File: src/rtl/vde_pkg.sv
package vde_pkg;
  parameter int unsigned CH_W = 8;

  typedef struct packed {
    logic [CH_W-1:0] r;
    logic [CH_W-1:0] g;
    logic [CH_W-1:0] b;
  } rgb_t;
endpackage

File: src/rtl/vde_edge.sv
// Normalises one sync to "asserted = 1" in the first pipeline stage and
// flags its leading edge.
module vde_edge #(
  parameter bit ACTIVE_HIGH = 1'b1
) (
  input  logic clk,
  input  logic rst_n,
  input  logic sync_raw,
  output logic sync_on,
  output logic lead
);
  logic prev;

  always_ff @(posedge clk) begin
    if (!rst_n) begin
      sync_on <= 1'b0;
      prev    <= 1'b0;
    end else begin
      sync_on <= (sync_raw == ACTIVE_HIGH);
      prev    <= sync_on;
    end
  end

  assign lead = sync_on & ~prev;
endmodule

File: src/rtl/vde_axis_cnt.sv
// Position counter for one axis: restarts on a leading edge, saturates at
// the axis total, decodes the active window and judges the closed span.
module vde_axis_cnt #(
  parameter int TOTAL = 1650,
  parameter int START = 260,
  parameter int LEN   = 1280,
  parameter int CW    = 11
) (
  input  logic clk,
  input  logic rst_n,
  input  logic restart,
  input  logic advance,
  output logic in_win,
  output logic at_cap,
  output logic len_bad
);
  localparam logic [CW-1:0] CAP  = CW'(TOTAL);
  localparam logic [CW-1:0] LAST = CW'(TOTAL - 1);
  localparam logic [CW-1:0] LO   = CW'(START);
  localparam logic [CW-1:0] HI   = CW'(START + LEN);

  logic [CW-1:0] q;
  logic [CW-1:0] pos;
  logic          seen;

  always_comb begin
    if (restart)                    pos = '0;
    else if (advance && q != CAP)   pos = q + CW'(1);
    else                            pos = q;
  end

  assign in_win  = (pos >= LO) && (pos < HI);
  assign at_cap  = (pos == CAP);
  assign len_bad = restart & seen & (q != LAST);

  always_ff @(posedge clk) begin
    if (!rst_n) begin
      q    <= '0;
      seen <= 1'b0;
    end else begin
      q    <= pos;
      seen <= seen | restart;
    end
  end
endmodule

File: src/rtl/vde_lock.sv
// Counts consecutive clean frames; any mismatch clears the count at once.
module vde_lock #(
  parameter int LOCK_FRAMES = 2,
  parameter int GW          = 2
) (
  input  logic clk,
  input  logic rst_n,
  input  logic v_lead,
  input  logic mismatch,
  input  logic height_bad,
  output logic locked
);
  localparam logic [GW-1:0] FULL = GW'(LOCK_FRAMES);

  logic [GW-1:0] good;
  logic          dirty;
  logic          vseen;

  always_ff @(posedge clk) begin
    if (!rst_n) begin
      good  <= '0;
      dirty <= 1'b0;
      vseen <= 1'b0;
    end else if (v_lead) begin
      vseen <= 1'b1;
      dirty <= 1'b0;
      if (mismatch || (vseen && (dirty || height_bad))) good <= '0;
      else if (vseen && good != FULL)                   good <= good + GW'(1);
    end else if (mismatch) begin
      dirty <= 1'b1;
      good  <= '0;
    end
  end

  assign locked = (good == FULL);
endmodule

File: src/rtl/vde_recover.sv
module vde_recover #(
  parameter int H_ACTIVE       = 1280,
  parameter int H_FRONT        = 110,
  parameter int H_SYNC         = 40,
  parameter int H_BACK         = 220,
  parameter int V_ACTIVE       = 720,
  parameter int V_FRONT        = 5,
  parameter int V_SYNC         = 5,
  parameter int V_BACK         = 20,
  parameter bit HS_ACTIVE_HIGH = 1'b1,
  parameter bit VS_ACTIVE_HIGH = 1'b1,
  parameter int LOCK_FRAMES    = 2
) (
  input  logic       clk,
  input  logic       rst_n,
  input  logic [7:0] in_r,
  input  logic [7:0] in_g,
  input  logic [7:0] in_b,
  input  logic       in_hs,
  input  logic       in_vs,
  output logic [7:0] out_r,
  output logic [7:0] out_g,
  output logic [7:0] out_b,
  output logic       out_hs,
  output logic       out_vs,
  output logic       out_de,
  output logic       locked
);
  import vde_pkg::*;

  localparam int H_TOTAL = H_ACTIVE + H_FRONT + H_SYNC + H_BACK;
  localparam int V_TOTAL = V_ACTIVE + V_FRONT + V_SYNC + V_BACK;
  localparam int HCW     = $clog2(H_TOTAL + 1);
  localparam int VCW     = $clog2(V_TOTAL + 1);
  localparam int GW      = $clog2(LOCK_FRAMES + 1);

  // stage A: sampled pixel and normalised syncs
  rgb_t in_pix, a_pix;
  logic h_on, v_on, h_lead, v_lead;
  logic h_win, v_win, h_cap, v_cap, line_bad, height_bad;

  assign in_pix = {in_r, in_g, in_b};

  always_ff @(posedge clk) begin
    if (!rst_n) a_pix <= '0;
    else        a_pix <= in_pix;
  end

  vde_edge #(.ACTIVE_HIGH(HS_ACTIVE_HIGH)) u_hedge (
    .clk(clk), .rst_n(rst_n), .sync_raw(in_hs), .sync_on(h_on), .lead(h_lead)
  );
  vde_edge #(.ACTIVE_HIGH(VS_ACTIVE_HIGH)) u_vedge (
    .clk(clk), .rst_n(rst_n), .sync_raw(in_vs), .sync_on(v_on), .lead(v_lead)
  );

  // pixel position advances every clock, line index on each line start
  vde_axis_cnt #(.TOTAL(H_TOTAL), .START(H_SYNC + H_BACK), .LEN(H_ACTIVE), .CW(HCW)) u_hcnt (
    .clk(clk), .rst_n(rst_n), .restart(h_lead), .advance(1'b1),
    .in_win(h_win), .at_cap(h_cap), .len_bad(line_bad)
  );
  vde_axis_cnt #(.TOTAL(V_TOTAL), .START(V_SYNC + V_BACK), .LEN(V_ACTIVE), .CW(VCW)) u_vcnt (
    .clk(clk), .rst_n(rst_n), .restart(v_lead), .advance(h_lead),
    .in_win(v_win), .at_cap(v_cap), .len_bad(height_bad)
  );

  vde_lock #(.LOCK_FRAMES(LOCK_FRAMES), .GW(GW)) u_lock (
    .clk(clk), .rst_n(rst_n), .v_lead(v_lead),
    .mismatch(line_bad | h_cap | v_cap), .height_bad(height_bad),
    .locked(locked)
  );

  // stage B: every output leaves through the same register
  always_ff @(posedge clk) begin
    if (!rst_n) begin
      out_r  <= '0;
      out_g  <= '0;
      out_b  <= '0;
      out_hs <= 1'b0;
      out_vs <= 1'b0;
      out_de <= 1'b0;
    end else begin
      out_r  <= a_pix.r;
      out_g  <= a_pix.g;
      out_b  <= a_pix.b;
      out_hs <= ~(h_on ^ HS_ACTIVE_HIGH);
      out_vs <= ~(v_on ^ VS_ACTIVE_HIGH);
      out_de <= h_win & v_win & locked;
    end
  end
endmodule

File: config.mk
export PLATFORM = sky130hd
export DESIGN_NAME = vde_recover
export DESIGN_NICKNAME = d
export VERILOG_FILES = /design/src/rtl/vde_pkg.sv /design/src/rtl/vde_edge.sv /design/src/rtl/vde_axis_cnt.sv /design/src/rtl/vde_lock.sv /design/src/rtl/vde_recover.sv
export SDC_FILE = /design/constraint.sdc
export NUM_CORES = 1
export LEC_CHECK = 0
export ABC_CLOCK_PERIOD_IN_PS = 2750
export BUFFER_PORTS_ARGS = -buffer_cell sky130_fd_sc_hd__clkbuf_2
export CORE_ASPECT_RATIO = 0.7
export CORE_MARGIN = 2
export CORE_UTILIZATION = 35
export DETAILED_ROUTE_END_ITERATION = 8
export GPL_TIMING_DRIVEN = 0
export HOLD_SLACK_MARGIN = 0.15
export PLACE_DENSITY_LB_ADDON = 0.05
export SETUP_SLACK_MARGIN = 0.3
export SLEW_MARGIN = 10
export SYNTH_ARGS = -nofsm -noshare
export SYNTH_HDL_FRONTEND = slang
export SYNTH_HIERARCHICAL = 1
export SYNTH_SLANG_ARGS = --single-unit
export TNS_END_PERCENT = 5
File: constraint.sdc
create_clock -name clk -period 2.75 [get_ports clk]
set_input_delay 0.275 -clock clk [delete_from_list [all_inputs] [get_ports clk]]
set_output_delay 0.275 -clock clk [all_outputs]
set_load 0.01 [all_outputs]
==> results.md, run 1 <==
* Outcome: finished clean
* Total detailed-routing wirelength at 7567 um
* Synth Instances at ~360
* Clock network fraction of total power at 0.464
* Detail-routed via count per cell at 4.797
* Cell Pwr Density at 588.5 nW/um2
* Slew headroom at 0.6511
* DRT met1 WL at 3666 um
* Initial antenna violation count at 0
* Die area at around 11000 um2
* Final-layout worst hold slack at between 0.15 and 0.2 ns
* Die Height at slightly below 90 um
* Antenna-violating nets left at 0
* Area of the mapped netlist at ~3500 um2
* Number of violations reported at the end of detailed-routing iteration 0 at about 230
* Clock-pin slew reported for the worst setup and hold paths after clock tree synthesis at roughly 0.06 ns
* Multiplexer share of the synthesized area at 0.01785
* Initial Util at 0.3605
* Largest net degree at the start of global routing at 20
* Maximum clock rate at roughly 0.42 GHz
* Endpoints failing setup at 0
* Mean post-synth cell area at 9.872 um2
* Latest clock arrival within the worst-skew pair at about 0.34 ns
* Part of the Yosys area used for sequential elements at 0.4684
* Fraction of synthesized cell area in xor and xnor cells at 0.02499
* Via Count at between 2000 and 3000
* Number of buffer cells added on primary ports at 55
* Layout Skew at between 0.004 and 0.005 ns
* Drt first pass iters at 4
* Final Max Slew Viols at 0
* MaxCap Viol Count at 0
* Capturing element type of the critical path: flip-flop
* Post-synth net total at 390
* Clock tree root driver cell: clkbuf_16
* Final cycle utilization of the critical path at 0.8627
* Transition at the pin with the smallest max-transition slack at roughly 0.52 ns
* Post-synth EDFFs at 0
* Area fraction in and, or, nand and nor cells after synthesis at 0.3135
* Max IR drop VDD at ~370 uV
* Internal power component at 2.068 mW
* Synth top area cells: dfxtp_1 47%, and2_2 8.6%, and2_1 3.2%, nor2_1 3.1%, ha_1 2.5%
* Die width at between 100 and 150 um
* Count of final hold-check violations at 0
* Ant. Diodes at 0
* Maximum buffer depth of the clock tree at 2
* IO Count at between 50 and 60
* Min-Delay Path Class: in -> reg
* Commonest cells post-synth: 82 x dfxtp_1, 40 x and2_2, 29 x nor2_1
* Ratio of cells with drive above 1 in the final layout at 0.3898
* Worst Path Required at 3.02 ns
* Global placement routability congestion at between 0.8 and 0.9
* Gr usage total at 0.1479
* Wire per inst at 13.11 um
* HPWL reported at the end of detailed placement at about 5200 um
* Net total in the final layout at around 480
* Worst-path maximum fanout at 6
* CTS Buf Count at 9
* DRC viols at 0
* H-tree depth reported by CTS at 3
* Switching pwr at ~0.6 mW
* Switch share at 0.2264
* Area share of the largest cell type after synthesis at 0.4684
* Sum of overflow across all layers after global routing at 0
* Global-route wire length before repair at 12290 um
* Synth area leader: dfxtp_1
* CTS Sinks at between 80 and 90
* Yosys warnings at 6
* Critical path launch point type: flip-flop
* Leakage power at roughly 1.9 nW
* Wire length on met2 at 3302 um
* Number of distinct library cells after synthesis at 67
* Top Metal Used: met4
* Main synth FF type: dfxtp_1
* FP Rows at 30
* Signal arrival time at the worst endpoint at 2.64 ns
* RSZ-0062 raised after global routing: yes
* Synthesis-to-finish area growth at 29.60%
* Tmin final at ~2.4 ns
* Vias in the first global route at approximately 2500
* Main combinational cell family by area after synthesis: simple AND/OR/NAND/NOR gates
* Share of power burned in registers at 0.468
* Detailed route wirelength on metal3 at a little under 500 um
* Logic gate share of total power at 0.068
* Adder-cell share of the synthesized area at 0.02499
* Sum Neg Setup Slack at 0 ns
* Async S/R FF share, synth at 0
* Register bit count reported by yosys at 82
* Fraction of the mapped netlist area in compound gates at 0.1067
* Most frequent cell after synthesis: dfxtp_1
* Placeable core region at around 9700 um2
* Kind of critical path: reg -> reg
* Clock tree from TritonCTS: built
## final timing paths
check,startpoint,endpoint,slack (ns),depth (start not counted)
max,u_hedge/sync_on$_SDFF_PN0_,u_lock/good[1]$_SDFFE_PN0P_,0.38,10
min,in_g[0],a_pix[8]$_SDFF_PN0_,0.16,2
max reg2reg,u_hedge/sync_on$_SDFF_PN0_,u_lock/good[1]$_SDFFE_PN0P_,0.38,10
min reg2reg,a_pix[23]$_SDFF_PN0_,out_r[7]$_SDFF_PN0_,0.43,1
## cell families (layout without fill, tap and decap cells)
| family | after synthesis | after routing |
|---|---|---|
| and+or+nand+nor | 172 | 172 |
| DFF | 82 | 82 |
| AOI/OAI and AO/OA | 51 | 51 |
| buffers and inverters | 26 | 120 |
| xor gates and xnor gates | 10 | 10 |
| adders and majority gates | 7 | 7 |
| muxes | 6 | 6 |
| other | 1 | 1 |
## critical path: stages, from the launching register on
cell	delay, ns
dfxtp_2	0.33
nor2b_4	0.14
buf_6	0.12
nand4_1	0.19
nor4_4	0.37
mux2_4	0.34
nand4_1	0.14
nor3_2	0.06
or3_1	0.33
nand2b_4	0.16
a21oi_1	0.11
## state kept, by name, indices dropped and copies added, names as in the netlist
register / cells
u_hcnt/seen: 1
out_r: 8
u_lock/vseen: 1
a_pix: 24
out_hs: 1
u_lock/good: 2
u_vcnt/seen: 1
u_vedge/sync_on: 1
u_vcnt/q: 10
out_b: 8
out_vs: 1
u_lock/dirty: 1
u_hedge/prev: 1
u_hedge/sync_on: 1
out_de: 1
u_vedge/prev: 1
u_hcnt/q: 11
out_g: 8
## power groups by stage
| stage | combinational (mW) | clock, mW | sequential, mW |
|---|---|---|---|
| 4_1_cts | 0.173 | 1.28 | 1.25 |
| 5_1_grt | 0.202 | 1.33 | 1.26 |
| 2_1_floorplan | 0.0882 | 0 | 1.28 |
| 6_report | 0.181 | 1.24 | 1.25 |
| 3_3_place_gp | 0.154 | 0 | 1.28 |
| 3_5_place_dp | 0.154 | 0 | 1.28 |
## area by class of cell
class | count | area [um2]
clock inverters | 6 | 72.57
inverters | 10 | 37.54
fillers | 971 | 5180
clock buffers | 10 | 239.0
multi-input cells | 247 | 1782
flip-flops and latches | 82 | 1652
repair buffers | 78 | 488.0
plain buffers | 16 | 111.4
well taps | 128 | 160.2
## placed cells by master, fill, tap and decap left out, drive strengths merged, types with 2 or more instances in the layout
| cell type | netlist | final |
|---|---|---|
| dfxtp | 82 | 82 |
| clkbuf | 8 | 73 |
| and2 | 58 | 58 |
| nor2 | 29 | 29 |
| dlygate4sd3 | 0 | 16 |
| nand2 | 16 | 16 |
| nor3 | 16 | 16 |
| buf | 8 | 15 |
| a21oi | 13 | 13 |
| inv | 10 | 13 |
| o21ai | 11 | 11 |
| nand4 | 9 | 9 |
| nand3 | 9 | 9 |
| xnor2 | 7 | 7 |
| ha | 7 | 7 |
| or3 | 6 | 6 |
| and4 | 5 | 5 |
| nor4 | 4 | 4 |
| and3 | 4 | 4 |
| mux2i | 4 | 4 |
| nor2b | 4 | 4 |
| a31oi | 3 | 3 |
| xor2 | 3 | 3 |
| a41oi | 3 | 3 |
| nand2b | 3 | 3 |
| o2111ai | 2 | 2 |
| a21o | 2 | 2 |
| o211ai | 2 | 2 |
| o21a | 2 | 2 |
| nor3b | 2 | 2 |
| a311o | 2 | 2 |
| or2 | 2 | 2 |
| o41ai | 2 | 2 |
| mux2 | 2 | 2 |
## stage by stage
stage	area (um2)	total power, mW	cells	utilization	setup slack [ns]
final	4542	2.673	577	0.4672	0.3777
after global routing	4542	2.788	577	0.4672	0.2427
after CTS	4441	2.703	571	0.4568	0.3056
after detailed placement	3940	1.431	538	0.4053	0.07616
after global placement	3940	1.430	538	0.4053	0.04667
after floorplan	3505	1.369	355	-	0.4254
## routing by layer
layer / vias to the layer above / global-route usage
li1: 1417 / -
met1: 1279 / 0.2039
met2: 63 / 0.2078
met3: 9 / 0.06250
met4: 0 / 0.04855
met5: - / 0
## what timing repair did
| item | in CTS | in global routing |
|---|---|---|
| endpoints found under the setup margin | 4 | 4 |
| gates resized for setup | 7 | 11 |
| setup buffers | 3 | 4 |
| pin swaps | 2 | 5 |
| endpoints found under the hold margin | 14 | 2 |
| hold buffers | 14 | 2 |
Note: power is estimated with default switching activity, not from simulation.
==> run 2: changes to the inputs <==
PLACE_DENSITY = 0.52   (was not set)
PLACE_DENSITY_LB_ADDON = not set   (was 0.05)
==> run 2 against run 1 <==
  * Critical endpoint is now out_de$_SDFF_PN0_
  * Cell area is 1.2% higher
  * Routed wire length is 1.3% higher
  * Power is 3.8% lower
  * Maximum frequency is 1.1% lower
  * Flip-flop and latch count stayed put
  * Clock skew is 0.0046 ns higher
  * First-iteration DRC count is 21% lower
  * Sequential share of layout area is 0.35 points lower
  * Core utilization is 0.57 points higher
  * Sequential power hardly changed
  * Clock power is 9% lower
==> results.md, run 2 (same netlist as run 1, synthesis figures left out) <==
* Outcome: finished clean
* Final Max Slew Viols at 0
* Die width at roughly 120 um
* Maximum buffer depth of the clock tree at 2
* Ratio of cells with drive above 1 in the final layout at 0.4018
* Slowest stage cell, crit path: or3_4
* IO Count at between 50 and 60
* Flip-flop count of the largest register, all copies and words added at 24
* Count of final hold-check violations at 0
* Final setup slack of the worst path at between 0.3 and 0.4 ns
* Worst hold path cell count at 2
* Number of fill cells in the layout at between 900 and 1000
* Synthesis-to-finish area growth at 31.17%
* Sum of overflow across all layers after global routing at 0
* Vias in the first global route at 2587
* Top Metal Used: met4
* Sum Neg Setup Slack at 0 ns
* Number of violations reported at the end of detailed-routing iteration 0 at 180
* Most frequent standard cell in the layout excluding fill and tap cells: dfxtp_1
* Global placement routability congestion at between 0.8 and 0.9
* DRC viols at 0
* Initial Util at 0.3605
* Placeable core region at between 9000 and 10000 um2
* FP Rows at 30
* Worst Path Required at 2.97 ns
* Chain of cells forming the critical path: nor2b_4 > buf_6 > nand4_1 > buf_4 > or3_4 > a21oi_4 > nand4_1 > buf_4 > a21oi_2 > a21oi_1 > and4_2
* Clock tree from TritonCTS: built
* Number of buffer and inverter stages on the critical path at 3
* MaxCap Viol Count at 0
* CTS Buf Count at 9
* Layout Skew at about 0.0086 ns
* Transition at the pin with the smallest max-transition slack at approximately 0.51 ns
* H-tree depth reported by CTS at 3
* Cell Count Post-Placement at 538
* Drt first pass iters at 4
* HPWL reported at the end of detailed placement at between 5000 and 6000 um
* Worst setup slack after placement at ~0.024 ns
* Wire length on met2 at approximately 3400 um
* Critical path launch point type: flip-flop
* Total detailed-routing wirelength at between 7000 and 8000 um
* Largest net degree at the start of global routing at 20
* Kind of critical path: reg -> reg
* Worst stage delay on the critical path at roughly 0.37 ns
* Latest clock arrival within the worst-skew pair at roughly 0.33 ns
* Die area at 10840 um2
* Capturing element type of the critical path: flip-flop
* Final cycle utilization of the critical path at 0.8721
* Cell Pwr Density at between 500 and 600 nW/um2
* Clock tree root driver cell: clkbuf_16
* Global-route wire length before repair at ~13000 um
* Min-Delay Path Class: in -> reg
* Signal arrival time at the worst endpoint at around 2.6 ns
* Wire per inst at around 13 um
* Detail-routed via count per cell at between 4 and 5
* Worst r2r path cells at 11
* CTS Sinks at 82
* DRT met1 WL at 3824 um
* Max IR drop VDD at 295.3 uV
* Commonest cells after routing, fill and taps aside: 77 x dfxtp_1, 60 x clkbuf_2, 40 x and2_2
* Non-filler instance count after layout at 581
* Start of the worst register-to-register path: u_hedge/sync_on$_SDFF_PN0_
* Via Count at roughly 2800
* Clock-pin slew reported for the worst setup and hold paths after clock tree synthesis at 0.06 ns
* Slew headroom at 0.6612
* Die Height at 87.72 um
* Largest registers in the final layout: a_pix x24, u_hcnt/q x11, u_vcnt/q x10
* Tmin final at around 2.4 ns
* Maximum clock rate at 0.4170 GHz
* Hold path startpoint: in_g[2]
* Largest Register: a_pix
* RSZ-0062 raised after global routing: yes
* Cell family contributing the most delay on the critical path: simple AND/OR/NAND/NOR gates
* Ant. Diodes at 0
* CP Launch Point: u_hedge/sync_on$_SDFF_PN0_
* Gr usage total at 0.1498
* Leakage power at approximately 1.9 nW
* Antenna-violating nets left at 0
* Endpoints failing setup at 0
* Initial antenna violation count at 0
* Critical path depth at 11
* Number of buffer cells added on primary ports at 55
* Net total in the final layout at about 480
* Detailed route wirelength on metal3 at between 400 and 500 um
* Worst-path maximum fanout at 4
* Placement-stage cell area at 3940 um2
* Final Instance Area at approximately 4600 um2
run 2: cell types whose count changed in the layout (fill, tap and decap cells not counted), moves of 2 or more:
cell | before | now
buf_4 | 7 | 10
mux2i_2 | 2 | 0
or3_1 | 6 | 4
or3_4 | 0 | 2
run 2: final cells by class:
type / instances / area [um2] / area share
Multi-Input combinational cell: 247 / 1827 / 0.3974
Sequential cell: 82 / 1655 / 0.3601
Timing Repair Buffer: 82 / 520.5 / 0.1132
Clock buffer: 10 / 239.0 / 0.05199
Tap cell: 128 / 160.2 / 0.03484
Buffer: 16 / 111.4 / 0.02422
Clock inverter: 6 / 46.29 / 0.01007
Inverter: 10 / 37.54 / 0.008165
run 2: final timing paths:
path | to | slack (ns)
worst max-delay path | out_de$_SDFF_PN0_ | 0.35
worst min-delay path | a_pix[10]$_SDFF_PN0_ | 0.16
worst max register to register | out_de$_SDFF_PN0_ | 0.35
worst min register to register | out_r[7]$_SDFF_PN0_ | 0.43
run 2: worst reg2reg max path, cell delays in order (launching register included):
cell,delay (ns)
dfxtp_2,0.33
nor2b_4,0.15
buf_6,0.11
nand4_1,0.21
buf_4,0.23
or3_4,0.37
a21oi_4,0.17
nand4_1,0.19
buf_4,0.19
a21oi_2,0.09
a21oi_1,0.05
and4_2,0.19
run 2: where the power goes:
part           switching (mW)  internal, mW
Sequential             0.0202          1.23
Clock                   0.490         0.644
Combinational          0.0862         0.100
run 2: per-layer routing:
metal  vias up  global-route usage
li1       1416                   -
met1      1285              0.2146
met2        63              0.2143
met3         7             0.04948
met4         0             0.04236
met5         -                   0
run 2: what timing repair did:
| action | CTS | global route |
|---|---|---|
| hold endpoints to repair | 17 | 0 |
| pin swaps | 5 | 5 |
| setup endpoints to repair | 4 | 4 |
| resized for setup | 7 | 21 |
| hold buffers | 17 | 0 |
| buffers inserted | 5 | 5 |
| cloned | 0 | 0 |
run 2: through the flow:
step	util	hold slack, ns	total power, mW
6_report	0.4728	0.1635	2.572
5_1_grt	0.4728	0.1530	2.684
4_1_cts	0.4588	0.1516	2.607
3_5_place_dp	0.4053	0.4266	1.432
3_3_place_gp	0.4053	0.4131	1.427
2_1_floorplan	-	0.3925	1.369
